===== config.mk =====
export PLATFORM = sky130hd
export DESIGN_NAME = rgb_sync_timer
export DESIGN_NICKNAME = d
export VERILOG_FILES = /design/src/rtl/rgb_sync_pkg.sv /design/src/rtl/rgb_sync_window.sv /design/src/rtl/rgb_sync_counter.sv /design/src/rtl/rgb_sync_timer.sv
export SDC_FILE = /design/constraint.sdc
export NUM_CORES = 1
export LEC_CHECK = 0
export BUFFER_PORTS_ARGS = -buffer_cell sky130_fd_sc_hd__buf_2
export CORE_MARGIN = 8
export CORE_UTILIZATION = 45
export CTS_CLUSTER_SIZE = 8
export DETAILED_ROUTE_END_ITERATION = 6
export PLACE_DENSITY = 0.71
export SYNTH_ARGS = -nofsm -noshare
export SYNTH_HDL_FRONTEND = slang
export SYNTH_SLANG_ARGS = --single-unit

===== constraint.sdc =====
create_clock -name clk -period 6.4 [get_ports clk]
set_clock_uncertainty 0.2 [all_clocks]
set_input_delay 0.96 -clock clk [delete_from_list [all_inputs] [get_ports clk]]
set_output_delay 0.96 -clock clk [all_outputs]
set_load 0.1 [all_outputs]

===== src/rtl/rgb_sync_pkg.sv =====
package rgb_sync_pkg;
  localparam int unsigned HCNT_W = 12;
  localparam int unsigned VCNT_W = 10;
  localparam int unsigned HFP_W  = 11;
  localparam int unsigned VFP_W  = 8;
  localparam int unsigned PULSE_W = 7;
  localparam int unsigned HPOS_W = 8;

  typedef struct packed {
    logic hs;
    logic vs;
    logic de;
    logic vse;
    logic fd;
  } sync_flags_t;
endpackage


===== src/rtl/rgb_sync_window.sv =====
module rgb_sync_window #(
  parameter int unsigned W = 12
) (
  input  logic [W-1:0] pos,
  input  logic [W-1:0] start,
  input  logic [W-1:0] len,
  output logic         hit
);
  localparam int unsigned XW = W + 1;
  logic [XW-1:0] pos_x, lo_x, hi_x;

  always_comb begin
    pos_x = {1'b0, pos};
    lo_x  = {1'b0, start};
    hi_x  = lo_x + {1'b0, len};
    hit   = (pos_x >= lo_x) && (pos_x < hi_x);
  end
endmodule


===== src/rtl/rgb_sync_counter.sv =====
module rgb_sync_counter #(
  parameter int unsigned HW = 12,
  parameter int unsigned VW = 10
) (
  input  logic          clk,
  input  logic          rst_n,
  input  logic          enable,
  input  logic          continuous,
  input  logic [HW-1:0] h_total,
  input  logic [VW-1:0] v_total,
  output logic          running,
  output logic [HW-1:0] hcnt,
  output logic [VW-1:0] vcnt,
  output logic          at_start,
  output logic          at_last
);
  logic en_q;
  logic en_rise;
  logic h_end, v_end;

  always_comb begin
    en_rise  = enable & ~en_q;
    h_end    = (hcnt == h_total - HW'(1));
    v_end    = (vcnt == v_total - VW'(1));
    at_start = running && (hcnt == '0) && (vcnt == '0);
    at_last  = running && h_end && v_end;
  end

  always_ff @(posedge clk or negedge rst_n) begin
    if (!rst_n) begin
      en_q    <= 1'b0;
      running <= 1'b0;
      hcnt    <= '0;
      vcnt    <= '0;
    end else begin
      en_q <= enable;
      if (en_rise) begin
        running <= 1'b1;
        hcnt    <= '0;
        vcnt    <= '0;
      end else if (!enable) begin
        running <= 1'b0;
      end else if (running) begin
        if (h_end) begin
          hcnt <= '0;
          if (v_end) begin
            vcnt <= '0;
            if (!continuous) running <= 1'b0;
          end else begin
            vcnt <= vcnt + VW'(1);
          end
        end else begin
          hcnt <= hcnt + HW'(1);
        end
      end
    end
  end

  // the horizontal position never leaves the line
  p_hcnt_in_line_r2: assert property (@(posedge clk) disable iff (!rst_n)
    (running && h_total != '0) |-> (hcnt < h_total));
endmodule


===== src/rtl/rgb_sync_timer.sv =====
module rgb_sync_timer
  import rgb_sync_pkg::*;
#(
  parameter int unsigned H_W   = HCNT_W,
  parameter int unsigned V_W   = VCNT_W,
  parameter int unsigned HF_W  = HFP_W,
  parameter int unsigned VF_W  = VFP_W,
  parameter int unsigned PW_W  = PULSE_W,
  parameter int unsigned HP_W  = HPOS_W
) (
  input  logic            clk,
  input  logic            rst_n,
  input  logic            enable,
  input  logic [H_W-1:0]  h_total,
  input  logic [H_W-1:0]  h_active,
  input  logic [HF_W-1:0] h_front,
  input  logic [V_W-1:0]  v_total,
  input  logic [V_W-1:0]  v_active,
  input  logic [VF_W-1:0] v_front,
  input  logic [HP_W-1:0] hs_pos,
  input  logic [PW_W-1:0] hs_width,
  input  logic [PW_W-1:0] vs_width,
  input  logic            hs_idle,
  input  logic            vs_idle,
  input  logic            de_idle,
  input  logic            hs_on_blank,
  input  logic            continuous,
  output logic            hsync,
  output logic            vsync,
  output logic            de,
  output logic            pix_req,
  output logic            vs_event,
  output logic            frame_done
);
  logic           running, at_start, at_last;
  logic [H_W-1:0] hcnt;
  logic [V_W-1:0] vcnt;
  logic           h_act, v_act, hs_win, vs_win;
  sync_flags_t    nxt, q;

  rgb_sync_counter #(.HW(H_W), .VW(V_W)) u_cnt (
    .clk(clk), .rst_n(rst_n), .enable(enable), .continuous(continuous),
    .h_total(h_total), .v_total(v_total), .running(running),
    .hcnt(hcnt), .vcnt(vcnt), .at_start(at_start), .at_last(at_last)
  );

  rgb_sync_window #(.W(H_W)) u_h_act (
    .pos(hcnt), .start(H_W'(h_front)), .len(h_active), .hit(h_act));
  rgb_sync_window #(.W(V_W)) u_v_act (
    .pos(vcnt), .start(V_W'(v_front)), .len(v_active), .hit(v_act));
  rgb_sync_window #(.W(H_W)) u_hs (
    .pos(hcnt), .start(H_W'(hs_pos)), .len(H_W'(hs_width)), .hit(hs_win));
  rgb_sync_window #(.W(V_W)) u_vs (
    .pos(vcnt), .start('0), .len(V_W'(vs_width)), .hit(vs_win));

  always_comb begin
    nxt.hs  = running && hs_win && (v_act || hs_on_blank);
    nxt.vs  = running && vs_win;
    nxt.de  = running && h_act && v_act;
    nxt.vse = at_start;
    nxt.fd  = at_last && !continuous;
  end

  always_ff @(posedge clk or negedge rst_n) begin
    if (!rst_n) q <= '0;
    else        q <= nxt;
  end

  // active level is the inverse of the idle level
  assign hsync      = hs_idle ^ q.hs;
  assign vsync      = vs_idle ^ q.vs;
  assign de         = de_idle ^ q.de;
  assign pix_req    = q.de;
  assign vs_event   = q.vse;
  assign frame_done = q.fd;

  // a finished single-shot frame leaves every line idle
  p_idle_after_done_r9: assert property (@(posedge clk) disable iff (!rst_n)
    frame_done |=> (hsync == hs_idle && vsync == vs_idle && de == de_idle && !vs_event));

  // disabled for three sampled edges means idle outputs
  p_idle_when_off_r11: assert property (@(posedge clk) disable iff (!rst_n)
    (!enable && !$past(enable) && !$past(enable, 2)) |->
      (hsync == hs_idle && vsync == vs_idle && !pix_req && !frame_done));

  // the frame-start event falls inside the vertical pulse
  p_vs_event_in_sync_r8: assert property (@(posedge clk) disable iff (!rst_n)
    (vs_event && vs_width != '0) |-> (vsync != vs_idle));
endmodule


Word level (Yosys, flattened, before mapping)

Cells that the tools add are included.

Input port bits: 93
Word-level logic and storage cells: 69
Flip-flop bits (word level): 29
Output and inout port bits: 6

$add $sub $neg: 7
Bitwise logic cells: 5
Order comparisons: 8
Equality and inequality tests: 2
Multiplexer cells: 15
Reduce and logical (&&, ||, !) cells: 23

Operators by type and width:

| kind                                                 | count |
|---|---|
| 2-to-1 mux 10 bit                                    | 5 |
| 2-to-1 mux 12 bit                                    | 4 |
| < comparator 12 x 13 -> 1 bit                        | 2 |
| logical AND 1 bit                                    | 14 |
| adder 11 x 12 -> 13 bit                              | 1 |
| adder 12 x 1 -> 12 bit, second input constant        | 1 |
| == test 12 bit                                       | 1 |
| >= comparator 12 x 11 -> 1 bit                       | 1 |
| >= comparator 12 x 8 -> 1 bit                        | 1 |
| logical NOT 12 bit                                   | 1 |
| subtractor 12 x 1 -> 12 bit, second input constant   | 1 |
| adder 8 x 10 -> 11 bit                               | 1 |
| < comparator 10 x 11 -> 1 bit                        | 1 |
| adder 10 x 1 -> 10 bit, second input constant        | 1 |
| == test 10 bit                                       | 1 |
| >= comparator 10 x 1 -> 1 bit, second input constant | 1 |
| >= comparator 10 x 8 -> 1 bit                        | 1 |
| logical NOT 10 bit                                   | 1 |
| < comparator 10 x 7 -> 1 bit                         | 1 |
| subtractor 10 x 1 -> 10 bit, second input constant   | 1 |
| adder 8 x 7 -> 9 bit                                 | 1 |
| 2-to-1 mux 1 bit                                     | 6 |
| nonzero test 2 bit                                   | 3 |
| AND reduction 3 bit                                  | 1 |
| 6 further kinds                                      | 8 |

Longest topological paths before layout

Gate-level depths: netlist of the first run.

Word-level depth: 7
Gate-level depth with buffers: 17
Gate-level depth less buffers: 17

Hierarchy

A second synthesis of the first run with hierarchy kept.

Cell total of the unflattened synthesis: 782
Area total of the unflattened synthesis: 6241.0 um2

Modules (own cells, without submodules):

| module                         | area an instance (um2) | seq. area each (um2) | cells an instance | times used |
|---|---|---|---|---|
| rgb_sync_counter               | 2303.5                 | 600.6                | 290               | 1 |
| rgb_sync_window at u_v_act ... | 837.1                  | 0.0                  | 102               | 2 |
| rgb_sync_window at u_h_act     | 1046.0                 | 0.0                  | 139               | 1 |
| rgb_sync_window at u_hs        | 1033.5                 | 0.0                  | 136               | 1 |
| rgb_sync_timer                 | 183.9                  | 125.1                | 13                | 1 |

Worst setup path before layout of the first run

Ideal clock, no wire load.

Path type: input to register
Start: in v_active[0]
End: reg q, in the netlist pix_req
Slack: 2.471 ns
Stages: 12
Data arrival time: 3.604 ns
Buffers on the path: 0
Library setup time: 0.125 ns
Data required time: 6.075 ns
Path through: ha_1 > fa_1 > a21o_1 > a21oi_1 > o21ai_1 > o41ai_1 > xor2_1 > ha_1 > o211a_2 > a221oi_1 > o22ai_1 > a2111oi_0

RTL lines:

| element              | line                 | RTL |
|---|---|---|
| start, declared      | rgb_sync_timer.sv:18 | `input logic [V_W-1:0] v_active,` |
| end signal, assigned | rgb_sync_timer.sv:66 | `else q <= nxt;` |
| end, declared        | rgb_sync_timer.sv:39 | `sync_flags_t nxt, q;` |

==> results of run 1 <==
power groups by stage:
stage	clock network, mW	logic [mW]	registers [mW]
after floorplan	0	0.208	0.209
after global placement	0	0.291	0.207
after detailed placement	0	0.303	0.208
after CTS	0.182	0.305	0.204
after global routing	0.192	0.346	0.205
final	0.181	0.303	0.204
metal layers:
layer	up-vias	track usage	share of wire
li1	2302	-	-
met2	132	0.3056	0.49
met4	0	0.04294	0.013
met3	16	0.02031	0.043
met1	2131	0.2143	0.45
met5	-	0	0
metrics by stage:
step	area [µm²]	util	hold slack [ns]	total power, mW
5_1_grt	5513	0.5316	0.4128	0.7431
3_5_place_dp	5409	0.5216	0.3538	0.5109
4_1_cts	5513	0.5316	0.3673	0.6912
2_1_floorplan	4805	-	0.2943	0.4168
3_3_place_gp	5409	0.5216	0.3394	0.4981
6_report	5513	0.5316	0.3640	0.6888
worst min-delay path by stage:
stage                   from    endpoint  slack, ns  cells after the start
2_1_floorplan  u_cnt.running  frame_done       0.29                      1
3_3_place_gp   u_cnt.running  frame_done       0.34                      1
3_5_place_dp   u_cnt.running  frame_done       0.35                      1
4_1_cts        u_cnt.running  frame_done       0.37                      1
5_1_grt        u_cnt.running  frame_done       0.41                      1
6_report       u_cnt.running  frame_done       0.36                      1
worst register-to-register path, stage by stage (launching register included):
cell,delay [ns]
dfrtp_1,0.63
or3b_2,0.48
nor4_1,0.18
a311oi_1,0.07
a221o_1,0.38
a2111o_1,0.56
a21oi_4,0.47
mux2i_1,0.25
flip-flops by register name (all words and copies together), names as in the netlist:
name           count
pix_req            1
u_cnt.running      1
vs_event           1
u_cnt.en_q         1
u_cnt.hcnt        12
u_cnt.vcnt        10
frame_done         1
q                  2
area by class of cell:
class | instances | area (µm²)
multi-input cells | 467 | 3775
clock buffers | 5 | 68.82
inverters | 66 | 247.7
fillers | 977 | 4857
well taps | 136 | 170.2
clock inverters | 2 | 35.03
flip-flops and latches | 29 | 725.7
repair buffers | 98 | 490.5
logic make-up after synthesis:
| kind of cell | count (synthesis) | synth area share |
|---|---|---|
| AND/OR/NAND/NOR | 159 | 0.1841 |
| AO/OA/AOI/OAI | 145 | 0.2229 |
| adder cells (fa/ha/maj) | 96 | 0.2547 |
| buffers and inverters | 78 | 0.06328 |
| XOR/XNOR | 60 | 0.1094 |
| flip-flops | 29 | 0.1510 |
| multiplexers | 7 | 0.01458 |
cells in the final DEF, fill, tap and decap left out, types with 4 or more instances in the layout:
cell / netlist / final
clkbuf_8: 0 / 5
o22ai_1: 4 / 4
inv_1: 64 / 64
xor2_1: 35 / 35
and2_1: 4 / 4
a21oi_1: 25 / 25
o21a_1: 4 / 4
buf_2: 3 / 98
a221oi_1: 7 / 7
o21ai_1: 9 / 9
o21ai_0: 11 / 11
a211oi_1: 7 / 7
xnor2_1: 25 / 25
nand2b_1: 15 / 15
a2111oi_0: 6 / 6
a21o_1: 25 / 25
nor3_1: 12 / 12
ha_1: 93 / 93
or3_1: 5 / 5
nor4_1: 7 / 7
o211ai_1: 5 / 5
and3_1: 10 / 10
dfrtp_1: 29 / 29
nand4_1: 14 / 14
mux2i_1: 7 / 7
o21bai_1: 5 / 5
nand3_1: 14 / 14
nor2b_1: 7 / 7
nor2_1: 30 / 30
nand2_1: 19 / 19
==> qor.csv, run 1 <==
metric;value;unit
DRT Wirelength;12270;µm
unrepaired setup endpoints after global routing;no;
via count;4581;
Peak Freq;0.2441;GHz
clock power share;0.263;
Slew Viols, Final;0;
initial antenna violation count;0;
CP endpoint kind;register;
Longest Clk Path Bufs;2;
Finished Layout Cells;803;
switching power;0.2526;mW
Via density;5.705;
CP Depth;13;
CP max stage delay;0.43;ns
CP Launch Type;input port;
# rows;37;
Seq/Total Area, Yosys;0.1510;
Die H;119.3;µm
Setup WS post-layout;2.303;ns
fin crit period;4.097;ns
async set-reset flop share out of synthesis;1.000;
Placement Setup Slack;1.988;ns
setup TNS;0;ns
relative max-transition margin;0.4592;
Post-CTS Setup Bufs;0;
MaxCap Viol Count;0;
family with the most delay on the worst path;compound AO/OA/AOI/OAI gates;
CP Buf/Inv Count;1;
Leakage;2.889;nW
switching part of the total power;0.3667;
CTS Sinks;29;
maximum vdd ir drop;0.07476;mV
RR Endpoint;u_cnt.vcnt[1];
Combinational Power Share;0.440;
Area Overhead vs Synth;14.74;%
Mapped Cells;574;
diode count;0;
P_int;0.4363;mW
status;complete, no violations;
IO Pins;99;
top-area cell type share of the netlist area;0.2422;
detailed placer's ending HPWL;10100;µm
vias in the first global route;4734;
Final nets;856;
largest net degree at the start of global routing;30;
Power Dens Cells;125.0;mW/mm²
Die W;119.3;µm
Worst-path clk slew;0.06;ns
GRT Residual Overflow;0;
CP cell instances;buf_2 -> ha_1 -> fa_1 -> a21o_1 -> a21oi_1 -> o21ai_1 -> o41ai_1 -> xor2_1 -> ha_1 -> o211a_2 -> a221oi_1 -> o22ai_1 -> a2111oi_0;
CP startpoint;v_front[0];
GPL Wtd Cong;0.8535;
drt initial violations;176;
CP Capture Point;pix_req;
Tightest Hold Check Type;reg2reg;
post-synth cell types;68;
Syn Nets;763;
r2r startpoint;u_cnt.hcnt[8];
post-CTS sizing;0;
CP most frequent cell;ha_1;
Max FO, Critical Path;2;
leading area contributor after synthesis;ha_1;
core area;0.01037;mm²
R2R setup slack;3.10;ns
Yosys warning total;0;
most frequent cell after synthesis;ha_1;
final setup violating endpoints;0;
Post-CTS Hold Buffers;0;
CP max stage cell;o41ai_1;
Initial Util;0.4633;
Final ANT Viol Nets;0;
Critical Path AT;4.05;ns
WL/cell;15.28;µm
Most used DFF post-synth;dfrtp_1;
post-synthesis cell area;0.004805;mm²
Port Buf Inserts;98;
placed instance count;796;
sequential power share;0.297;
synth top area cells;ha_1 24%, dfrtp_1 15%, xor2_1 6.4%;
EDFF count, synth;0;
root buffer cell;clkbuf_8;
FF-to-FF path depth;7;
first-pass GRT wire length;21020;µm
DRT Pass-1 Iters;4;
CTS Buf Count;5;
share of cells above drive strength 1;0.1814;
syn avg cell area;8.370;µm²
Setup Crit Path Kind;in2reg;
CTS tree;built;
Fin. Hold Viols;0;
Tcrit/Tclk final;0.6402;
CTS H-tree depth;2;
GR Util All Layers;0.1714;
number of synthesized register bits;29;
worst-margin pin slew;0.8112;ns
Die Area;0.01424;mm²
Required @ worst endpoint;6.36;ns
DRC Markers;0;
Worst-Skew Late Latency;0.28;ns
synth cell count leaders;93 x ha_1, 64 x inv_1, 35 x xor2_1, 30 x nor2_1, 29 x dfrtp_1;
Power figures use the tool's default switching activity.
==> run 2, diff against run 1 <==
--- a/config.mk
+++ b/config.mk
@@ -10,7 +10,7 @@
 export CORE_UTILIZATION = 45
 export CTS_CLUSTER_SIZE = 8
 export DETAILED_ROUTE_END_ITERATION = 6
-export PLACE_DENSITY = 0.71
+export PLACE_DENSITY = 0.73
 export SYNTH_ARGS = -nofsm -noshare
 export SYNTH_HDL_FRONTEND = slang
 export SYNTH_SLANG_ARGS = --single-unit
==> constraint.sdc (replaced) <==
create_clock -name clk -period 3.6 [get_ports clk]
set_clock_uncertainty 0.2 [all_clocks]
set_input_delay 0.54 -clock clk [delete_from_list [all_inputs] [get_ports clk]]
set_output_delay 0.54 -clock clk [all_outputs]
set_load 0.1 [all_outputs]
==> run 2 against run 1 <==
Count of clock-buffer cells in the layout grew 1. First-iteration DRC count grew 69%. Combinational power grew 97%. Cell area grew 5.9%. Critical path depth shrank 3. Global-route usage grew 0.68 points. Critical path type unchanged. Die area is the same. Worst setup slack lost 2.1 ns.
==> qor.csv, run 2 (synthesis gave the netlist of run 1 again) <==
metric;value;unit
status;complete, no violations;
CTS Buf Count;5;
detailed placer's ending HPWL;10640;µm
# rows;37;
maximum vdd ir drop;0.1809;mV
Initial Util;0.4633;
DRT Pass-1 Iters;4;
CTS Sinks;29;
Port Buf Inserts;98;
Die W;119.3;µm
MaxCap Viol Count;0;
DRC Markers;0;
final core occ;0.5627;
CP Buf/Inv Count;3;
Tcrit/Tclk final;0.9453;
Slew Viols, Final;0;
Post-CTS Hold Buffers;0;
Leakage;3.061;nW
worst-margin pin slew;0.7988;ns
diode count;0;
Die Area;0.01424;mm²
max reg flops;12;
Fin. Hold Viols;0;
fill count;971;
WL/cell;15.43;µm
via count;4741;
Reg area;725.7;µm²
CP cell instances;buf_2 -> inv_1 -> ha_1 -> or4b_1 -> buf_4 -> a2111oi_0 -> o31ai_1 -> a22oi_2 -> nand3_1 -> mux2i_1;
IO Pins;99;
root buffer cell;clkbuf_8;
area post-placement;0.005627;mm²
relative max-transition margin;0.4675;
family with the most delay on the worst path;compound AO/OA/AOI/OAI gates;
fin crit period;3.403;ns
largest net degree at the start of global routing;30;
multi-input logic area;0.003842;mm²
Worst-Skew Late Latency;0.29;ns
leading registers by flop count;u_cnt.hcnt x12, u_cnt.vcnt x10, q x2;
Required @ worst endpoint;3.61;ns
core area;0.01037;mm²
Die H;119.3;µm
largest reg by FF count;u_cnt.hcnt;
DRT Wirelength;12890;µm
CTS H-tree depth;2;
Max FO, Critical Path;16;
CP endpoint kind;register;
vias in the first global route;4861;
Peak Freq;0.2938;GHz
most frequent cells in the layout;97 x buf_2, 92 x ha_1, 63 x inv_1;
CP max stage cell;a22oi_2;
initial antenna violation count;0;
GPL Wtd Cong;0.8519;
cell area after layout;0.005836;mm²
Worst-path clk slew;0.07;ns
Final ANT Viol Nets;0;
Critical Path AT;3.41;ns
GR Util All Layers;0.1783;
Area Overhead vs Synth;21.46;%
Via density;5.678;
CTS tree;built;
drt initial violations;297;
Final nets;887;
CP max stage delay;0.64;ns
share of cells above drive strength 1;0.2375;
Setup Crit Path Kind;in2reg;
GRT Residual Overflow;0;
Tightest Hold Check Type;in2async;
most common cell after layout, fill and taps aside;buf_2;
CP Launch Type;input port;
first-pass GRT wire length;21840;µm
final setup violating endpoints;0;
Longest Clk Path Bufs;2;
Power Dens Cells;225.0;mW/mm²
run 2: routing by layer:
| metal | global-route usage | vias up | wire length [µm] | share of wire |
|---|---|---|---|---|
| li1 | - | 2371 | - | - |
| met1 | 0.2184 | 2235 | 5713 | 0.44 |
| met2 | 0.3224 | 122 | 6441 | 0.50 |
| met3 | 0.02598 | 13 | 595 | 0.046 |
| met4 | 0.03825 | 0 | 137 | 0.011 |
| met5 | 0 | - | 0 | 0 |
run 2: power by group:
group / internal (mW) / switching, mW
clock network: 0.225 / 0.134
logic: 0.271 / 0.326
registers: 0.337 / 0.0203
total: 0.833 / 0.480
run 2: final cells by class:
type                            count  share of cell area
Multi-Input combinational cell    467              0.6584
Clock inverter                      2            0.006432
Inverter                           66             0.04245
Clock buffer                        6             0.01415
Timing Repair Buffer              129              0.1250
Tap cell                          136             0.02916
Sequential cell                    29              0.1244
run 2: worst paths after layout:
| check | to | slack (ns) | start | cells past startpoint |
|---|---|---|---|---|
| min reg2reg | frame_done | 0.37 | u_cnt.running | 1 |
| min | u_cnt.vcnt[5] | 0.09 | rst_n | 1 |
| max in group asynchronous | u_cnt.running | 2.66 | rst_n | 1 |
| min in group clk | u_cnt.en_q | 0.23 | enable | 1 |
| max | u_cnt.vcnt[0] | 0.20 | v_total[0] | 10 |
| max reg2reg | u_cnt.vcnt[7] | 0.68 | u_cnt.hcnt[2] | 7 |
run 2: what timing repair did:
action                                  CTS  global route
gates resized for setup                   0            19
pin swaps                                 1            15
endpoints found under the setup margin    1             2
setup buffers                             0             2
run 2: metrics by stage:
stage          TNS [ns]  hold WS, ns  instances  worst slack (ns)  total power, mW
2_1_floorplan         0      0.04441        574           0.09103           0.7409
3_3_place_gp    -0.3297       0.3405        825           -0.2156           0.9118
3_5_place_dp    -0.5727       0.3519        825           -0.2802           0.9394
4_1_cts               0       0.1121        833           0.02284            1.296
5_1_grt        -0.01166       0.1476        835          -0.01166            1.400
6_report              0      0.09010        835            0.1969            1.313
